--- config.mk ---
export PLATFORM = sky130hd
export DESIGN_NAME = crc_engine
export DESIGN_NICKNAME = d
export VERILOG_FILES = /design/src/rtl/crc_eng_pkg.sv /design/src/rtl/crc_def_bank.sv /design/src/rtl/crc_byte_stage.sv /design/src/rtl/crc_engine.sv
export SDC_FILE = /design/constraint.sdc
export NUM_CORES = 1
export LEC_CHECK = 0
export BUFFER_PORTS_ARGS = -buffer_cell sky130_fd_sc_hd__buf_2
export CAP_MARGIN = 20
export CORE_ASPECT_RATIO = 0.6
export CORE_MARGIN = 2
export CORE_UTILIZATION = 60
export DETAILED_ROUTE_END_ITERATION = 6
export PLACE_DENSITY = 0.78
export SYNTH_ARGS = -nofsm -noshare
export SYNTH_HDL_FRONTEND = slang
export SYNTH_SLANG_ARGS = --single-unit
--- constraint.sdc ---
create_clock -name clk -period 11.3 [get_ports clk]
set_clock_uncertainty 0.2 [all_clocks]
set_input_delay 2.26 -clock clk [delete_from_list [all_inputs] [get_ports clk]]
set_output_delay 2.26 -clock clk [all_outputs]
set_load 0.05 [all_outputs]
--- src/rtl/crc_eng_pkg.sv ---
package crc_eng_pkg;

    localparam int ACC_W  = 32;
    localparam int BYTE_W = 8;
    localparam int DEF_W  = 2 * ACC_W;

    // Packed so that the polynomial occupies the upper half of the word
    typedef struct packed {
        logic [ACC_W-1:0] poly;
        logic [ACC_W-1:0] seed;
    } crc_def_t;

    // One MSB-first bit step of a left-shifting CRC register
    function automatic logic [ACC_W-1:0] crc_bit_step(
        input logic [ACC_W-1:0] acc,
        input logic             din,
        input logic [ACC_W-1:0] poly
    );
        logic fb;
        fb = acc[ACC_W-1] ^ din;
        return {acc[ACC_W-2:0], 1'b0} ^ (fb ? poly : '0);
    endfunction

endpackage

--- src/rtl/crc_def_bank.sv ---
module crc_def_bank
    import crc_eng_pkg::*;
#(
    parameter int NUM_DEFS = 2,
    localparam int SEL_W = (NUM_DEFS > 1) ? $clog2(NUM_DEFS) : 1
) (
    input  logic             clk,
    input  logic             rst,
    input  logic             we,
    input  logic [SEL_W-1:0] wsel,
    input  crc_def_t         wdata,
    input  logic [SEL_W-1:0] rsel,
    output crc_def_t         rdef
);

    crc_def_t slot_q [NUM_DEFS];

    for (genvar g = 0; g < NUM_DEFS; g++) begin : g_slot
        always_ff @(posedge clk) begin
            if (rst) begin
                slot_q[g] <= '0;
            end else if (we && (wsel == SEL_W'(g))) begin
                slot_q[g] <= wdata;
            end
        end
    end

    assign rdef = slot_q[rsel];

endmodule

--- src/rtl/crc_byte_stage.sv ---
module crc_byte_stage
    import crc_eng_pkg::*;
(
    input  logic [ACC_W-1:0]  acc_in,
    input  logic [BYTE_W-1:0] byte_in,
    input  logic [ACC_W-1:0]  poly,
    output logic [ACC_W-1:0]  acc_out
);

    // chain[0] is the input; chain[k+1] follows the k-th bit, MSB first
    logic [ACC_W-1:0] chain [BYTE_W+1];

    assign chain[0] = acc_in;

    for (genvar k = 0; k < BYTE_W; k++) begin : g_bit
        assign chain[k+1] = crc_bit_step(chain[k], byte_in[BYTE_W-1-k], poly);
    end

    assign acc_out = chain[BYTE_W];

endmodule

--- src/rtl/crc_engine.sv ---
module crc_engine
    import crc_eng_pkg::*;
#(
    parameter int NUM_DEFS = 2,
    localparam int SEL_W = (NUM_DEFS > 1) ? $clog2(NUM_DEFS) : 1
) (
    input  logic              clk,
    input  logic              rst,
    input  logic              def_we,
    input  logic [SEL_W-1:0]  def_wsel,
    input  logic [DEF_W-1:0]  def_wdata,
    input  logic              mv_start,
    input  logic [SEL_W-1:0]  mv_sel,
    input  logic              mv_clr,
    input  logic              dat_valid,
    input  logic [BYTE_W-1:0] dat_byte,
    output logic [ACC_W-1:0]  crc_out
);

    logic [ACC_W-1:0] acc_q;
    logic [SEL_W-1:0] act_sel_q;
    logic [SEL_W-1:0] use_sel;
    crc_def_t         cur_def;
    logic             do_load;
    logic [ACC_W-1:0] base_acc;
    logic [ACC_W-1:0] next_acc;

    crc_def_bank #(.NUM_DEFS(NUM_DEFS)) u_bank (
        .clk   (clk),
        .rst   (rst),
        .we    (def_we),
        .wsel  (def_wsel),
        .wdata (crc_def_t'(def_wdata)),
        .rsel  (use_sel),
        .rdef  (cur_def)
    );

    // A start strobe switches the slot at once; otherwise the move's slot holds
    assign use_sel  = mv_start ? mv_sel : act_sel_q;
    assign do_load  = mv_start && mv_clr;
    assign base_acc = do_load ? cur_def.seed : acc_q;

    crc_byte_stage u_stage (
        .acc_in  (base_acc),
        .byte_in (dat_byte),
        .poly    (cur_def.poly),
        .acc_out (next_acc)
    );

    always_ff @(posedge clk) begin
        if (rst) begin
            acc_q     <= '0;
            act_sel_q <= '0;
        end else begin
            if (mv_start) begin
                act_sel_q <= mv_sel;
            end
            if (dat_valid) begin
                acc_q <= next_acc;
            end else if (do_load) begin
                acc_q <= cur_def.seed;
            end
        end
    end

    assign crc_out = acc_q;

endmodule

==> results of run 1 <==
## metrics by stage
step                utilization (%)  setup slack [ns]  power (mW)  hold WS (ns)  instance area (µm²)
finish                         69.4              3.34        3.56         0.446                12600
global route                   69.4              3.12        3.74         0.463                12600
CTS                            69.2              3.32        3.50         0.441                12500
detailed placement             66.0              2.88        2.90         0.402                12000
global placement               65.8              3.01        2.86         0.405                11900
floorplan                         -              4.63        2.47         0.450                11100
## power groups by stage
stage / clock, mW / combinational (mW) / sequential [mW]
after CTS: 0.581 / 2.15 / 0.766
final: 0.580 / 2.21 / 0.769
after floorplan: 0 / 1.59 / 0.883
after detailed placement: 0 / 2.13 / 0.777
after global routing: 0.605 / 2.36 / 0.773
after global placement: 0 / 2.08 / 0.777
## flip-flops by register name, indices dropped and copies added, names as in the netlist
register	flops
act_sel_q	1
crc_out	32
u_bank.slot_q	128
## cells in the mapped netlist (15+ instances only)
library cell	n	area, µm²
o21ai_0	15	75.1
nand2_1	24	90.1
xnor2_1	196	1720
a21oi_1	66	330
o211ai_1	69	518
dfxtp_1	33	661
clkbuf_1	57	214
mux2i_1	69	691
nor3_1	60	300
or4_1	29	218
buf_1	16	60.1
edfxtp_1	128	3840
nor2_1	147	552
and2_1	129	807
## per-layer routing
| metal | GRT usage, % | vias up | routed length (µm) |
|---|---|---|---|
| li1 | - | 4329 | - |
| met5 | 0 | - | 0 |
| met1 | 49.6 | 4420 | 14200 |
| met3 | 8.81 | 59 | 4140 |
| met4 | 7.61 | 0 | 547 |
| met2 | 43.1 | 610 | 12300 |
## layout make-up
cell class | instances | area, µm²
Multi-Input combinational cell | 919 | 6360
Fill cell | 1365 | 5550
Sequential cell | 161 | 4500
Timing Repair Buffer | 140 | 813
Clock buffer | 18 | 429
Tap cell | 240 | 300
Clock inverter | 13 | 151
Inverter | 1 | 3.75
## kinds of logic (layout without fill, tap and decap cells)
logic type	Yosys count	in the layout	synth area share, %
AO/OA/AOI/OAI	216	216	13.5
XOR/XNOR	206	206	16.4
buffers and inverters	84	172	3.08
flip-flops	161	161	40.5
multiplexers	78	78	7.23
AND/OR/NAND/NOR	419	419	19.3
## how the worst min path moves through the flow
stage	to	slack, ns
2_1_floorplan	crc_out[29]	0.45
3_3_place_gp	crc_out[12]	0.40
3_5_place_dp	crc_out[12]	0.40
4_1_cts	crc_out[12]	0.44
5_1_grt	crc_out[10]	0.46
6_report	crc_out[12]	0.45
## worst register-to-register path: stages, from the launching register on
cell and delay, ns:
edfxtp_1 0.34, mux2i_1 0.20, o211ai_1 0.72, nand2_1 0.43, xnor2_4 0.85, o21ai_0 0.25, a211o_1 0.32, a2111o_1 0.46
a211o_1 0.37, a2111o_1 0.69, buf_16 0.28, a21oi_1 0.17, xor2_1 0.12, or4_1 0.43, o211ai_1 0.10
==> impl_metrics.yaml, run 1 <==
yosys:
  yosys_register_bits: 161
  avgSynthCellArea_um2: 9.55
  ys_types: 61
  async_reset_ff_share_pct: 0
  synth-edff-count: 128
  synth_nets: 1244
  ys_warn_count: 0
  seq_area_frac_synth_pct: 40.5
  synth_area_um2: 11100
  syn_inst: 1164
  synth_top_flop_cell: "edfxtp_1"
setup_path:
  critical_path.startpoint: "mv_start"
  worstSetupPathType: "input port to flip-flop"
  worstPathMaxFanout: 62
  rr_endpoint: "crc_out[10]"
  critical_path_arrival_ns: 8.11
  r2r_start: "u_bank.slot_q[0][30]"
  critPathRequiredTime_ns: 11.45
  cp.depth: 16
  path_cells: "buf_2, nand2_2, buf_4, o211ai_1, nand2_1, xnor2_4, o21ai_0, a211o_1, a2111o_1, a211o_1, a2111o_1, buf_16, a21oi_1, xor2_1, or4_1, o211ai_1"
  path_delay_family: "compound AO/OA/AOI/OAI gates"
  crit_end: "crc_out[10]"
  rrSetupSlack_ns: 5.30
  cp_slowest_cell: "xnor2_4"
  worstSetupStartpointType: "input port"
  path_buf_inv: 3
  end_kind: "flip-flop"
  slowest_delay_ns: 0.85
  reg2reg_depth: 14
clock_tree:
  clk_pin_slew_worst_paths_ns: 0.07
  clk_latency_ns: 0.43
  post_cts_buffers: 0
  holdBufCountCts: 0
  cts.sinks: 161
  ctsResizeCount: 0
  htreeDepth: 4
  cts_tree: "done"
  cts_buffers: 17
  clockRootBuffer: "clkbuf_16"
  clk_path_buf_depth: 2
timing:
  slew-limit-headroom_pct: 29.1
  hold_viol: 0
  finalSetupViolCount: 0
  slew_viol_final: 0
  finalCritPeriodShare_pct: 70.4
  tightest_slew_ns: 1.03
  finalSetupTns_ns: 0
  fmax_mhz: 126
  fin_crit_ns: 7.96
  rsz0062_at_grt: "false"
power_and_ir_drop:
  p_clk_share_pct: 16.3
  seqPwrFrac_pct: 21.6
  power_density_nw_per_um2: 283
  swShare_pct: 45.8
  p_int_mw: 1.93
  p_leak_nw: 4.70
  p_sw_mw: 1.63
  combPwrFrac_pct: 62.1
  ir_worst_vdd_mv: 0.202
die:
  core_area_um2: 18100
  die_w_um: 180
  core.rowCount: 38
  pin_count: 112
  dieHeight_um: 109
  start_util_pct: 61.4
  die_area_um2: 19700
flow_run:
  maxCapViolations: 0
placed_design:
  hpwl_um: 20700
  place_congestion: 0.935
  port_buffers: 111
  dpl.cell_count: 1460
route:
  drt-pass1-iter-count: 6
  drc_errors: 0
  routed_wl_um: 31200
  dr_total_vias: 9418
  antenna_left: 0
  drt_iter0_markers: 1451
  wl_per_cell_um: 20.9
  viasPerCell: 6.31
hold_path:
  hold_class: "flip-flop to flip-flop"
  min-delay-start: "crc_out[12]"
  whs_path_depth: 2
global_routing:
  grt_pass1_vias: 8485
  overflow: 0
  antenna_found_initial: 0
  grt_use_total_pct: 31.9
  grt_pass1_wl_um: 48400
  grt_max_degree: 65
status:
  status: "complete, no violations"
cells_and_area:
  nNetsFinal: 1320
  layout.cells.non_filler: 1492
  drive_gt1_share_pct: 16.5
  final_common_cell: "xnor2_1"
  synthToLayoutAreaGrowth_pct: 13.0
  final_cell_mix: "xnor2_1, nor2_1, and2_1, edfxtp_1, buf_2"
  diodes: 0
Note: power is estimated with default switching activity, not from simulation.
==> run 2: changes to the inputs <==
CORE_UTILIZATION = 55   (was 60)
PLACE_DENSITY = 0.75   (was 0.78)
clock period = 6.7 ns   (was 11.3 ns; I/O delays follow)
==> impl_metrics.yaml, run 2 (synthesized netlist as in run 1, its figures left out) <==
setup_path:
  end_kind: "flip-flop"
  worstPathMaxFanout: 28
  critPathRequiredTime_ns: 6.86
  cp_slowest_cell: "mux2i_4"
  rrSetupSlack_ns: 1.63
  critical_path_arrival_ns: 6.12
  path_cells: "buf_2, mux2i_4, buf_4, mux2i_1, a21oi_2, xnor2_2, buf_4, o21ai_0, a211o_1, a2111o_1, a211o_1, a2111o_1, buf_4, a21oi_1, xnor2_1, or4_1, o211ai_1"
  reg2reg_depth: 15
  worstSetupStartpointType: "input port"
  path_delay_family: "compound AO/OA/AOI/OAI gates"
  r2r_start: "u_bank.slot_q[1][30]"
  path_buf_inv: 4
  slowest_delay_ns: 0.49
  cpMostUsedCell: "buf_4"
  worstSetupPathType: "input port to flip-flop"
  rr_endpoint: "crc_out[8]"
timing:
  slew_viol_final: 0
  finalSetupViolCount: 0
  rsz0062_at_grt: "false"
  hold_viol: 0
  slew-limit-headroom_pct: 38.9
  finalCritPeriodShare_pct: 89.0
  fin_crit_ns: 5.96
  fmax_mhz: 168
  worst_slack_ns: 0.738
  tightest_slew_ns: 0.891
  holdWs_ns: 0.419
  finalSetupTns_ns: 0
route:
  drt_iter0_markers: 1428
  drt-pass1-iter-count: 5
  wl_per_cell_um: 20.4
  routed_wl_um: 31500
  dr_total_vias: 9459
  viasPerCell: 6.11
  drc_errors: 0
  antenna_left: 0
placed_design:
  hpwl_um: 22200
  port_buffers: 111
  place_area_um2: 12200
  place_ws_ns: 0.381
  place_congestion: 0.970
die:
  die_area_um2: 21400
  dieHeight_um: 114
  die_w_um: 188
  core.rowCount: 40
  pin_count: 112
  core_area_um2: 19900
  start_util_pct: 55.8
clock_tree:
  htreeDepth: 4
  clk_path_buf_depth: 2
  clk_pin_slew_worst_paths_ns: 0.07
  holdBufCountCts: 0
  cts.sinks: 161
  ctsResizeCount: 0
  cts_buffers: 17
  post_cts_buffers: 0
  clk_latency_ns: 0.44
  clockRootBuffer: "clkbuf_16"
  cts_tree: "done"
power_and_ir_drop:
  power_density_nw_per_um2: 473
  p_sw_mw: 2.77
  swShare_pct: 46.0
  p_leak_nw: 4.78
  ir_worst_vdd_mv: 0.443
  combPwrFrac_pct: 63.1
  p_clk_share_pct: 15.4
  seqPwrFrac_pct: 21.5
  p_int_mw: 3.25
cells_and_area:
  final_cell_mix: "xnor2_1, nor2_1, and2_1, edfxtp_1, buf_2"
  drive_gt1_share_pct: 18.1
  design_area_um2: 12700
  final_common_cell: "xnor2_1"
  nNetsFinal: 1343
  largest_reg_flops: 128
  regMostFlops: "u_bank.slot_q"
  diodes: 0
  synthToLayoutAreaGrowth_pct: 14.4
  fillers: 1646
global_routing:
  grt_pass1_wl_um: 48800
  overflow: 0
  antenna_found_initial: 0
  grt_pass1_vias: 8582
  grt_max_degree: 64
  grt_use_total_pct: 29.6
hold_path:
  min_to: "crc_out[5]"
  min-delay-start: "crc_out[5]"
  whs_path_depth: 2
  hold_class: "flip-flop to flip-flop"
status:
  status: "complete, no violations"
flow_run:
  maxCapViolations: 0
run 2: per-layer routing:
layer | up-vias | global-route usage (%) | wire length [µm]
met5 | - | 0 | 0
met4 | 0 | 7.87 | 561
met3 | 51 | 8.06 | 3800
met2 | 583 | 39.8 | 12400
met1 | 4448 | 46.3 | 14800
li1 | 4377 | - | -
run 2: power groups by stage:
stage	combinational [mW]	clock (mW)	sequential [mW]
final	3.80	0.925	1.29
after global placement	3.61	0	1.31
after global routing	4.06	0.968	1.30
after detailed placement	3.70	0	1.31
after floorplan	2.68	0	1.49
after CTS	3.72	0.927	1.29
run 2: worst register-to-register path, stage by stage, from the launching register on:
cell and delay (ns):
edfxtp_1 0.37, mux2i_1 0.56, a211o_1 0.25, nand2_1 0.21
xnor2_2 0.23, buf_4 0.37, o21ai_0 0.18, a211o_1 0.29
a2111o_1 0.45, a211o_1 0.38, a2111o_1 0.45, buf_4 0.21
a21oi_1 0.19, xnor2_1 0.12, or4_1 0.43, o211ai_1 0.10
run 2: area by class of cell:
class	count	area, µm²	share of cell area [%]
Multi-Input combinational cell	919	6350	49.9
Sequential cell	161	4500	35.4
Timing Repair Buffer	163	973	7.65
Clock buffer	17	425	3.34
Tap cell	273	342	2.69
Clock inverter	14	121	0.954
Inverter	1	3.75	0.0295
run 2: stage by stage:
stage / cells / utilization (%) / power [mW]
after floorplan: 1164 / - / 4.17
after global placement: 1515 / 61.0 / 4.92
after detailed placement: 1516 / 61.0 / 5.01
after CTS: 1547 / 63.8 / 5.94
after global routing: 1548 / 63.9 / 6.33
final: 1548 / 63.9 / 6.02
run 2: worst max path at each step:
stage,start,end,cells past startpoint
2_1_floorplan,mv_sel,crc_out[1],16
3_3_place_gp,mv_start,crc_out[11],15
3_5_place_dp,mv_start,crc_out[8],17
4_1_cts,mv_start,crc_out[8],17
5_1_grt,mv_start,crc_out[11],17
6_report,mv_start,crc_out[8],17
==> run 3: changes to the inputs <==
BUFFER_PORTS_ARGS = -buffer_cell sky130_fd_sc_hd__clkbuf_2   (was -buffer_cell sky130_fd_sc_hd__buf_2)
MAX_ROUTING_LAYER = met4   (was default)
==> impl_metrics.yaml, run 3 (synthesized netlist as in run 1, its figures left out) <==
hold_path:
  hold_class: "flip-flop to flip-flop"
clock_tree:
  clk_pin_slew_worst_paths_ns: 0.07
  cts.sinks: 161
  ctsResizeCount: 0
  clk_latency_ns: 0.44
  clockRootBuffer: "clkbuf_16"
  htreeDepth: 4
  holdBufCountCts: 0
  clk_path_buf_depth: 2
  cts_tree: "done"
  post_cts_buffers: 0
  cts_buffers: 17
timing:
  worst_slack_ns: 0.786
  rsz0062_at_grt: "false"
  hold_viol: 0
  tightest_slew_ns: 0.866
  slew_viol_final: 0
  finalCritPeriodShare_pct: 88.3
  slew-limit-headroom_pct: 40.6
  finalSetupTns_ns: 0
  fin_crit_ns: 5.91
  fmax_mhz: 169
  finalSetupViolCount: 0
cells_and_area:
  final_common_cell: "xnor2_1"
  fillers: 1623
  final_cell_mix: "xnor2_1, nor2_1, and2_1, edfxtp_1, clkbuf_2"
  synthToLayoutAreaGrowth_pct: 14.6
  regMostFlops: "u_bank.slot_q"
  nNetsFinal: 1346
  diodes: 0
  drive_gt1_share_pct: 18.2
  largest_reg_flops: 128
global_routing:
  antenna_found_initial: 0
  grt_max_degree: 64
  grt_pass1_wl_um: 48300
  overflow: 0
  grt_use_total_pct: 30.4
  grt_pass1_vias: 8400
setup_path:
  path_buf_inv: 4
  critPathRequiredTime_ns: 6.86
  worstPathMaxFanout: 63
  worstSetupPathType: "input port to flip-flop"
  path_cells: "clkbuf_2, mux2i_4, mux2i_1, buf_4, o22ai_1, a32oi_1, xnor2_2, buf_4, a2111oi_0, nor4_1, o311a_1, xor2_1, xnor2_1, xnor2_2, buf_12, or4_1, o211ai_1"
  path_delay_family: "buffers and inverters"
  cp_slowest_cell: "or4_1"
  critical_path_arrival_ns: 6.07
  worstSetupStartpointType: "input port"
  slowest_delay_ns: 0.55
  end_kind: "flip-flop"
route:
  drc_errors: 0
  antenna_left: 0
  routed_wl_um: 31200
  wl_met2_um: 12300
  dr_total_vias: 9419
  viasPerCell: 6.07
  dr_wl_met3_um: 4000
  wl_per_cell_um: 20.1
  drt-met1-wl_um: 14400
  drt_iter0_markers: 1461
  maxUsedRoutingLayer: "met4"
  drt-pass1-iter-count: 6
die:
  die_w_um: 188
  die_area_um2: 21400
  dieHeight_um: 114
  core_area_um2: 19900
  start_util_pct: 55.8
  pin_count: 112
  core.rowCount: 40
power_and_ir_drop:
  p_leak_nw: 4.79
  power_density_nw_per_um2: 470
  ir_worst_vdd_mv: 0.408
placed_design:
  port_buffers: 111
  hpwl_um: 22000
  place_ws_ns: 0.465
  place_congestion: 0.997
status:
  status: "complete, no violations"
flow_run:
  maxCapViolations: 0
run 3: path summary, 6_finish.rpt:
kind	startpoint	end	slack (ns)	cells past startpoint
max	mv_start	crc_out[21]	0.79	17
min	crc_out[12]	crc_out[12]	0.41	2
max reg2reg	u_bank.slot_q[0][30]	crc_out[26]	1.70	14
min reg2reg	crc_out[12]	crc_out[12]	0.41	2
run 3: metrics by stage:
| step | cell area (µm²) | utilization, % | hold slack, ns | total power, mW | instances |
|---|---|---|---|---|---|
| 5_1_grt | 12700 | 63.9 | 0.459 | 6.32 | 1551 |
| 4_1_cts | 12700 | 63.9 | 0.421 | 5.92 | 1550 |
| 3_3_place_gp | 12200 | 61.1 | 0.407 | 4.93 | 1519 |
| 3_5_place_dp | 12200 | 61.1 | 0.407 | 4.98 | 1519 |
| 6_report | 12700 | 63.9 | 0.411 | 5.98 | 1551 |
| 2_1_floorplan | 11100 | - | 0.450 | 4.17 | 1164 |
run 3: final cells by class:
class	count	area [µm²]	area share, %
well taps	273	342	2.68
clock inverters	14	121	0.953
inverters	1	3.75	0.0295
repair buffers	166	988	7.76
clock buffers	17	425	3.34
flip-flops and latches	161	4500	35.4
multi-input cells	919	6350	49.9
run 3: metal layers:
| layer | global-route usage (%) | vias up |
|---|---|---|
| met1 | 46.9 | 4500 |
| met4 | 6.46 | 0 |
| li1 | - | 4365 |
| met3 | 9.22 | 31 |
| met2 | 38.1 | 523 |
| met5 | - | - |
run 3: report_power, final:
group / total (mW) / switching (mW) / internal (mW)
sequential: 1.30 / 0.0804 / 1.22
clock: 0.921 / 0.437 / 0.484
combinational: 3.76 / 2.23 / 1.53
run 3: worst min-delay path, cell delays in order (launching register included):
cell,delay (ns)
dfxtp_1,0.34
a21oi_1,0.09
o211ai_1,0.15
